## config.mk

```make
export PLATFORM = sky130hd
export DESIGN_NAME = bus_dma_ctrl
export DESIGN_NICKNAME = d
export VERILOG_FILES = /design/src/rtl/dma_pkg.sv /design/src/rtl/dma_chan.sv /design/src/rtl/dma_prio.sv /design/src/rtl/dma_seq.sv /design/src/rtl/bus_dma_ctrl.sv
export SDC_FILE = /design/constraint.sdc
export NUM_CORES = 1
export LEC_CHECK = 0
export ABC_CLOCK_PERIOD_IN_PS = 2200
export BUFFER_PORTS_ARGS = -buffer_cell sky130_fd_sc_hd__buf_4
export CAP_MARGIN = 5
export CORE_MARGIN = 2
export CORE_UTILIZATION = 55
export CTS_CLUSTER_SIZE = 30
export DETAILED_ROUTE_END_ITERATION = 10
export PLACE_DENSITY = 0.77
export SETUP_SLACK_MARGIN = 0.4
export SYNTH_ARGS = -nofsm -noshare
export SYNTH_HDL_FRONTEND = slang
export SYNTH_SLANG_ARGS = --single-unit
```

## constraint.sdc

```tcl
create_clock -name clk -period 2.2 [get_ports clk]
set_input_delay 0.33 -clock clk [delete_from_list [all_inputs] [get_ports clk]]
set_output_delay 0.33 -clock clk [all_outputs]
set_load 0.1 [all_outputs]
```

## src/rtl/dma_pkg.sv

```systemverilog
package dma_pkg;
   typedef enum logic [2:0] {
      ST_IDLE  = 3'd0,
      ST_WAIT  = 3'd1,
      ST_SETUP = 3'd2,
      ST_STRB  = 3'd3,
      ST_REL   = 3'd4
   } dma_state_t;
endpackage

```

## src/rtl/dma_chan.sv

```systemverilog
module dma_chan #(
   parameter int AW = 16,
   parameter int CW = 16
) (
   input  logic          clk,
   input  logic          rst_n,
   input  logic          wr,
   input  logic [AW-1:0] waddr,
   input  logic [CW-1:0] wcnt,
   input  logic          wdir,
   input  logic          wen,
   input  logic          step,
   output logic [AW-1:0] addr,
   output logic [CW-1:0] cnt,
   output logic          dir,
   output logic          en
);
   always_ff @(posedge clk or negedge rst_n) begin
      if (!rst_n) begin
         addr <= '0;
         cnt  <= '0;
         dir  <= 1'b0;
         en   <= 1'b0;
      end else if (wr) begin
         addr <= waddr;
         cnt  <= wcnt;
         dir  <= wdir;
         en   <= wen;
      end else if (step) begin
         addr <= addr + 1'b1;
         cnt  <= cnt - 1'b1;
         if (cnt == '0) en <= 1'b0;
      end
   end
endmodule

```

## src/rtl/dma_prio.sv

```systemverilog
module dma_prio #(
   parameter  int NCH = 4,
   localparam int CHW = $clog2(NCH)
) (
   input  logic [NCH-1:0] req,
   output logic           any,
   output logic [CHW-1:0] idx
);
   always_comb begin
      idx = '0;
      for (int i = NCH - 1; i >= 0; i--) begin
         if (req[i]) idx = CHW'(i);
      end
   end
   assign any = |req;
endmodule

```

## src/rtl/dma_seq.sv

```systemverilog
module dma_seq
   import dma_pkg::*;
#(
   parameter  int NCH     = 4,
   parameter  int STB_CYC = 4,
   localparam int CHW     = $clog2(NCH),
   localparam int PHW     = $clog2(STB_CYC + 1)
) (
   input  logic           clk,
   input  logic           rst_n,
   input  logic           pend_any,
   input  logic [CHW-1:0] pick,
   input  logic           hlda,
   input  logic           act_drq,
   input  logic           cnt_zero,
   output dma_state_t     state,
   output logic [CHW-1:0] ch,
   output logic           step,
   output logic           tc
);
   logic [PHW-1:0] ph;
   logic           last;
   logic           cont;

   assign last = (state == ST_STRB) && (ph == PHW'(STB_CYC - 1));
   assign step = last && hlda;
   assign tc   = step && cnt_zero;
   assign cont = act_drq && !cnt_zero;

   always_ff @(posedge clk or negedge rst_n) begin
      if (!rst_n) begin
         state <= ST_IDLE;
         ph    <= '0;
         ch    <= '0;
      end else begin
         case (state)
            ST_IDLE:  if (pend_any) state <= ST_WAIT;
            ST_WAIT: begin
               if (hlda) begin
                  if (pend_any) begin
                     state <= ST_SETUP;
                     ch    <= pick;
                  end else begin
                     state <= ST_REL;
                  end
               end else if (!pend_any) begin
                  state <= ST_IDLE;
               end
            end
            ST_SETUP: begin
               ph <= '0;
               state <= hlda ? ST_STRB : ST_REL;
            end
            ST_STRB: begin
               if (!hlda)     state <= ST_REL;
               else if (last) state <= cont ? ST_SETUP : ST_REL;
               else           ph <= ph + 1'b1;
            end
            ST_REL:   if (!hlda) state <= ST_IDLE;
            default:  state <= ST_IDLE;
         endcase
      end
   end
endmodule

```

## src/rtl/bus_dma_ctrl.sv

```systemverilog
module bus_dma_ctrl
   import dma_pkg::*;
#(
   parameter  int NCH     = 4,
   parameter  int AW      = 16,
   parameter  int CW      = 16,
   parameter  int STB_CYC = 4,
   localparam int CHW     = $clog2(NCH)
) (
   input  logic           clk,
   input  logic           rst_n,
   input  logic           cfg_we,
   input  logic [CHW-1:0] cfg_ch,
   input  logic [AW-1:0]  cfg_addr,
   input  logic [CW-1:0]  cfg_cnt,
   input  logic           cfg_to_dev,
   input  logic           cfg_en,
   input  logic [NCH-1:0] drq,
   input  logic           hlda,
   output logic           hrq,
   output logic           aen,
   output logic [NCH-1:0] dack,
   output logic [AW-1:0]  mem_addr,
   output logic           memr,
   output logic           memw,
   output logic           ior,
   output logic           iow,
   output logic           tc
);
   if (NCH < 2 || (1 << CHW) != NCH) begin : g_bad_nch
      $error("NCH must be a power of two, at least 2");
   end
   if (STB_CYC < 1 || STB_CYC > 64) begin : g_bad_stb
      $error("STB_CYC must lie in 1..64");
   end
   if (AW < 1 || CW < 1) begin : g_bad_w
      $error("AW and CW must be positive");
   end

   dma_state_t     state;
   logic [CHW-1:0] act_ch;
   logic           step, own, strb;
   logic [NCH-1:0] en_v, dir_v, pend;
   logic [AW-1:0]  addr_a [NCH];
   logic [CW-1:0]  cnt_a  [NCH];
   logic           pend_any;
   logic [CHW-1:0] pick;

   assign own  = (state == ST_SETUP) || (state == ST_STRB);
   assign strb = (state == ST_STRB);

   for (genvar g = 0; g < NCH; g++) begin : g_ch
      logic hit;
      assign hit = (act_ch == CHW'(g));
      dma_chan #(.AW(AW), .CW(CW)) u_chan (
         .clk   (clk),
         .rst_n (rst_n),
         .wr    (cfg_we && cfg_ch == CHW'(g) && !(own && hit)),
         .waddr (cfg_addr),
         .wcnt  (cfg_cnt),
         .wdir  (cfg_to_dev),
         .wen   (cfg_en),
         .step  (step && hit),
         .addr  (addr_a[g]),
         .cnt   (cnt_a[g]),
         .dir   (dir_v[g]),
         .en    (en_v[g])
      );
   end

   assign pend = drq & en_v;

   dma_prio #(.NCH(NCH)) u_prio (
      .req (pend),
      .any (pend_any),
      .idx (pick)
   );

   dma_seq #(.NCH(NCH), .STB_CYC(STB_CYC)) u_seq (
      .clk      (clk),
      .rst_n    (rst_n),
      .pend_any (pend_any),
      .pick     (pick),
      .hlda     (hlda),
      .act_drq  (drq[act_ch]),
      .cnt_zero (cnt_a[act_ch] == '0),
      .state    (state),
      .ch       (act_ch),
      .step     (step),
      .tc       (tc)
   );

   assign hrq      = (state == ST_WAIT) || own;
   assign aen      = own;
   assign dack     = own ? (NCH'(1) << act_ch) : '0;
   assign mem_addr = own ? addr_a[act_ch] : '0;
   assign ior      = strb && !dir_v[act_ch];
   assign memw     = strb && !dir_v[act_ch];
   assign memr     = strb &&  dir_v[act_ch];
   assign iow      = strb &&  dir_v[act_ch];
endmodule

```

==> impl_metrics.toml, run 1 <==
[synth]
netlist_area_um2 = 8780
synthesis.nets = 1039
synth.avg_cell_area_um2 = 8.95
ys.flop_type = "dfrtp_1"
yosysUniqueCellTypes = 66
synth.area.top_cells = "dfrtp_1 (41%), nand2_1 (7.1%), mux4_2 (4.6%), o21ai_1 (3.9%), nor2_1 (2.6%)"
synth_seq_cells = 144
synth_edf_count = 0
synth_top_area_share_pct = 41.0
netlist_instances = 981
yosys.area.top_type = "dfrtp_1"
ys_async_sr_fraction_pct = 100
yosysSeqAreaShare_pct = 41.0
ys_warn_count = 0

[floorplanning]
initial_core_util_pct = 55.7
chipWidth_um = 130
io-pin-count = 71
die_height_um = 130
rows = 46

[placement]
dp_hpwl_um = 20500
dpl.cell_count = 1335
io_buffers = 70
place.gp.congestion = 0.968

[cts]
clock_tree.buffer_depth = 2
cts_buffers = 17
cts-root-buf = "clkbuf_16"
h-tree-depth = 4
cts_sinks = 144

[sta]
worst_endpoint_kind = "top-level output"
crit_endpoint = "tc"

[status]
error_line = "[ERROR DPL-0038] Utilization greater than 100%, impossible to legalize"
failed_stage = "global routing"
outcome = "aborted with a tool error"

[global_routing]
grt_start_max_net_pins = 56
[cell families after synthesis]
kind of cell	after synthesis	synth area share [%]
flops	144	41.0
fa+ha+maj	14	1.99
mux	26	5.57
compound gates	257	21.0
xor+xnor	26	2.59
simple gates	429	23.9
buf+inv	85	3.92
[synthesized netlist by cell type, drive strengths merged (14+ instances only)]
master    n
a21oi    18
a221o    21
a22oi    14
and2     29
buf      16
clkbuf   43
dfrtp   144
ha       14
inv      26
mux4     18
nand2   167
nand3    39
nand4    20
nor2     60
nor3     25
nor4     21
o211ai   24
o21ai    84
o311ai   25
or3      14
or4      14
xor2     18
[through the flow]
step           instance area, um2  utilization, %  worst slack (ps)
4_1_cts                     14000            88.8             -1020
3_3_place_gp                10700            68.0              -685
3_5_place_dp                10700            68.0              -707
2_1_floorplan                9400               -             -1090
[what timing repair did]
action / CTS
cloned: 23
pin swaps: 123
hold endpoints to repair: 50
resized for setup: 331
hold buffers: 1
endpoints found under the setup margin: 153
buffers inserted: 87
==> run 2, diff against run 1 <==
- ABC_CLOCK_PERIOD_IN_PS: 2200 -> 2850
- CORE_UTILIZATION: 55 -> 40
- CTS_CLUSTER_SIZE: 30 -> default
- PLACE_DENSITY: 0.77 -> default
- PLACE_DENSITY_LB_ADDON: default -> 0.15
- SETUP_SLACK_MARGIN: 0.4 -> default
- clock period: 2.2 -> 2.85 ns (I/O delays scaled with it)
==> impl_metrics.toml, run 2 <==
[sta]
worstMarginPinSlew_ps = 1020
clock_skew_ps = 11.9
finalSetupTns_ps = -358
rsz0062_at_grt = "true"
setup-violations-final = 1
hold_viol = 0
drv_slew = 0
fin_hold_ws_ps = 242
maxSlewHeadroom_pct = 32.1
fin_crit_sh_pct = 113
worst_slack_ps = -358
fin_crit_ps = 3210
fmax_mhz = 312

[routing]
drtAntennaViolNets = 0
via_count = 8097
firstDrtPassIters = 5
wl_per_cell_um = 20.8
routed_wl_um = 28200
drt_first_iter_violations = 623
drc = 0
avgViaCountPerCell = 5.98

[worst_setup_path]
reg2reg_from = "u_seq.ph[0]$_DFFE_PN0P_"
rr_worst_depth = 7
crit_type = "reg2out"
critPathArrivalTime_ps = 2780
startpoint_type = "flip-flop"
crit_path_start = "g_ch[2].u_chan.cnt[3]$_DFFE_PN0P_"
r2r_slack_ps = 300
crit_path_max_fanout = 2
crit_chain = "or4_4, or4_4, o41ai_2, buf_4, nand4_1, nor4_4, buf_6"
critPathSlowestCell = "or4_4"
r2r-end = "g_ch[3].u_chan.addr[13]$_DFFE_PN0P_"
slowest_delay_ps = 540
path_common_cell = "or4_4"
crit_path_end_kind = "primary output"
critPathCapture = "tc"
worstPathRequired_ps = 2420

[global_routing]
grt_start_max_net_pins = 95
grt_pass1_wl_um = 44700
grt.overflow.total = 0
first_global_vias = 7849
antenna_found_initial = 0
grt_usage_pct = 24.6

[cts]
clock_tree.buffer_depth = 2
cts_buffers = 17
tritoncts = "yes"
clk_latency_ps = 430
cts-root-buf = "clkbuf_16"
clk_pin_slew_worst_paths_ps = 70
cts_sinks = 144
h-tree-depth = 4

[status]
outcome = "complete, but fails checks"
violations = "setup timing"

[power]
internal_power_uw = 5210
swShare_pct = 40.2
power.share.clock_pct = 26.9
cellPowerDensity_nw_per_um2 = 828
p_leak_uw = 0.00437
p_comb_share_pct = 36.2
p_seq_share_pct = 36.9
max-vdd-ir-drop_v = 0.000635
netSwitchingPower_uw = 3490

[synth]
ys.flop_type = "dfrtp_1"
synth_edf_count = 0
ys_async_sr_fraction_pct = 100
synth_common_cells = "nand2_1 (167), dfrtp_1 (144), o21ai_1 (69)"
synth_seq_cells = 144
synthesis.nets = 1039
synth_top_area_share_pct = 41.0
yosysUniqueCellTypes = 66
yosysSeqAreaShare_pct = 41.0
synth.avg_cell_area_um2 = 8.95
netlist_instances = 981
ys_warn_count = 0
synth.most_common_cell = "nand2_1"
synth.area.top_cells = "dfrtp_1 (41%), nand2_1 (7.1%), mux4_2 (4.6%), o21ai_1 (3.9%), nor2_1 (2.6%)"
netlist_area_um2 = 8780
yosys.area.top_type = "dfrtp_1"

[floorplanning]
initial_core_util_pct = 40.5
chipWidth_um = 152
fp.coreArea_um2 = 21700
rows = 54
die_height_um = 152
io-pin-count = 71
die_area_um2 = 23200

[layout]
reg_top3 = "g_ch.u_chan.addr: 64 flops, g_ch.u_chan.cnt: 64 flops"
fin_nets = 1119
syn2layout_area_growth_pct = 19.7
drive_gt1_share_pct = 18.6
mostFrequentLayoutCell = "nand2_1"
final_cell_mix = "nand2_1 (167), dfrtp_1 (144), buf_4 (116), o21ai_1 (69), nor2_1 (59)"
antennaDiodeCount = 0

[min_path]
holdCritPathClass = "in2reg"

[placement]
io_buffers = 70
dp_hpwl_um = 20400
place.gp.congestion = 0.864

[flow_run]
cap_violations = 0
## run 2: cell counts after synthesis
Identical to the previous run, type by type.
## run 2: per-stage QoR
| stage | cells | util (%) | area, um2 | setup WS, ps | total power [uW] |
|---|---|---|---|---|---|
| after floorplan | 981 | - | 8820 | -557 | 5310 |
| after global placement | 1319 | 45.5 | 9870 | -119 | 6310 |
| after detailed placement | 1319 | 45.5 | 9870 | -132 | 6350 |
| after CTS | 1353 | 48.5 | 10500 | -488 | 8730 |
| after global routing | 1353 | 48.5 | 10500 | -513 | 9180 |
| final | 1353 | 48.5 | 10500 | -358 | 8700 |
## run 2: area by class of cell
cell class	count	area, um2
Clock buffer	20	457
Clock inverter	11	139
Fill cell	2057	11200
Inverter	26	97.6
Multi-Input combinational cell	752	4940
Sequential cell	144	3600
Tap cell	280	350
Timing Repair Buffer	120	923
## run 2: how the worst min path moves through the flow
stage                from                            endpoint  cells after the start
4_1_cts        cfg_to_dev      g_ch[2].u_chan.dir$_DFFE_PN0P_                      3
2_1_floorplan       rst_n  g_ch[0].u_chan.addr[0]$_DFFE_PN0P_                      0
6_report       cfg_to_dev      g_ch[1].u_chan.dir$_DFFE_PN0P_                      3
3_3_place_gp        rst_n  g_ch[0].u_chan.cnt[12]$_DFFE_PN0P_                      1
3_5_place_dp        rst_n  g_ch[0].u_chan.cnt[12]$_DFFE_PN0P_                      1
5_1_grt        cfg_to_dev      g_ch[1].u_chan.dir$_DFFE_PN0P_                      3
## run 2: cell families after synthesis
logic type | count (synthesis) | share of synthesized area [%]
mux | 26 | 5.57
fa+ha+maj | 14 | 1.99
buf+inv | 85 | 3.92
compound gates | 257 | 21.0
xor+xnor | 26 | 2.59
simple gates | 429 | 23.9
flops | 144 | 41.0
## run 2: critical path: cells and delay by family (launching register included)
family,cells,cell delay [ps]
and+or+nand+nor,4,1320
buffers and inverters,2,430
DFF,1,380
AOI/OAI and AO/OA,1,220
## run 2: per-layer routing
metal / track usage, % / vias up / wire [um]
met2: 39.8 / 243 / 13300
met4: 9.17 / 0 / 935
li1: - / 3847 / -
met1: 33.2 / 3954 / 12500
met3: 4.41 / 53 / 1410
met5: 0 / - / 0
## run 2: repair_timing
action / CTS / global route
hold buffers: 1 / 0
pin swaps: 3 / 1
buffers inserted: 2 / 0
gates resized for setup: 3 / 0
endpoints found under the setup margin: 1 / 1
hold endpoints to repair: 7 / 0
## run 2: power groups by stage
stage / sequential, uW / combinational, uW / clock (uW)
5_1_grt: 3300 / 3420 / 2460
6_report: 3210 / 3150 / 2340
2_1_floorplan: 3000 / 2310 / 0
3_5_place_dp: 3230 / 3110 / 0
3_3_place_gp: 3230 / 3090 / 0
4_1_cts: 3210 / 3150 / 2370
Note: power is estimated with default switching activity, not from simulation.
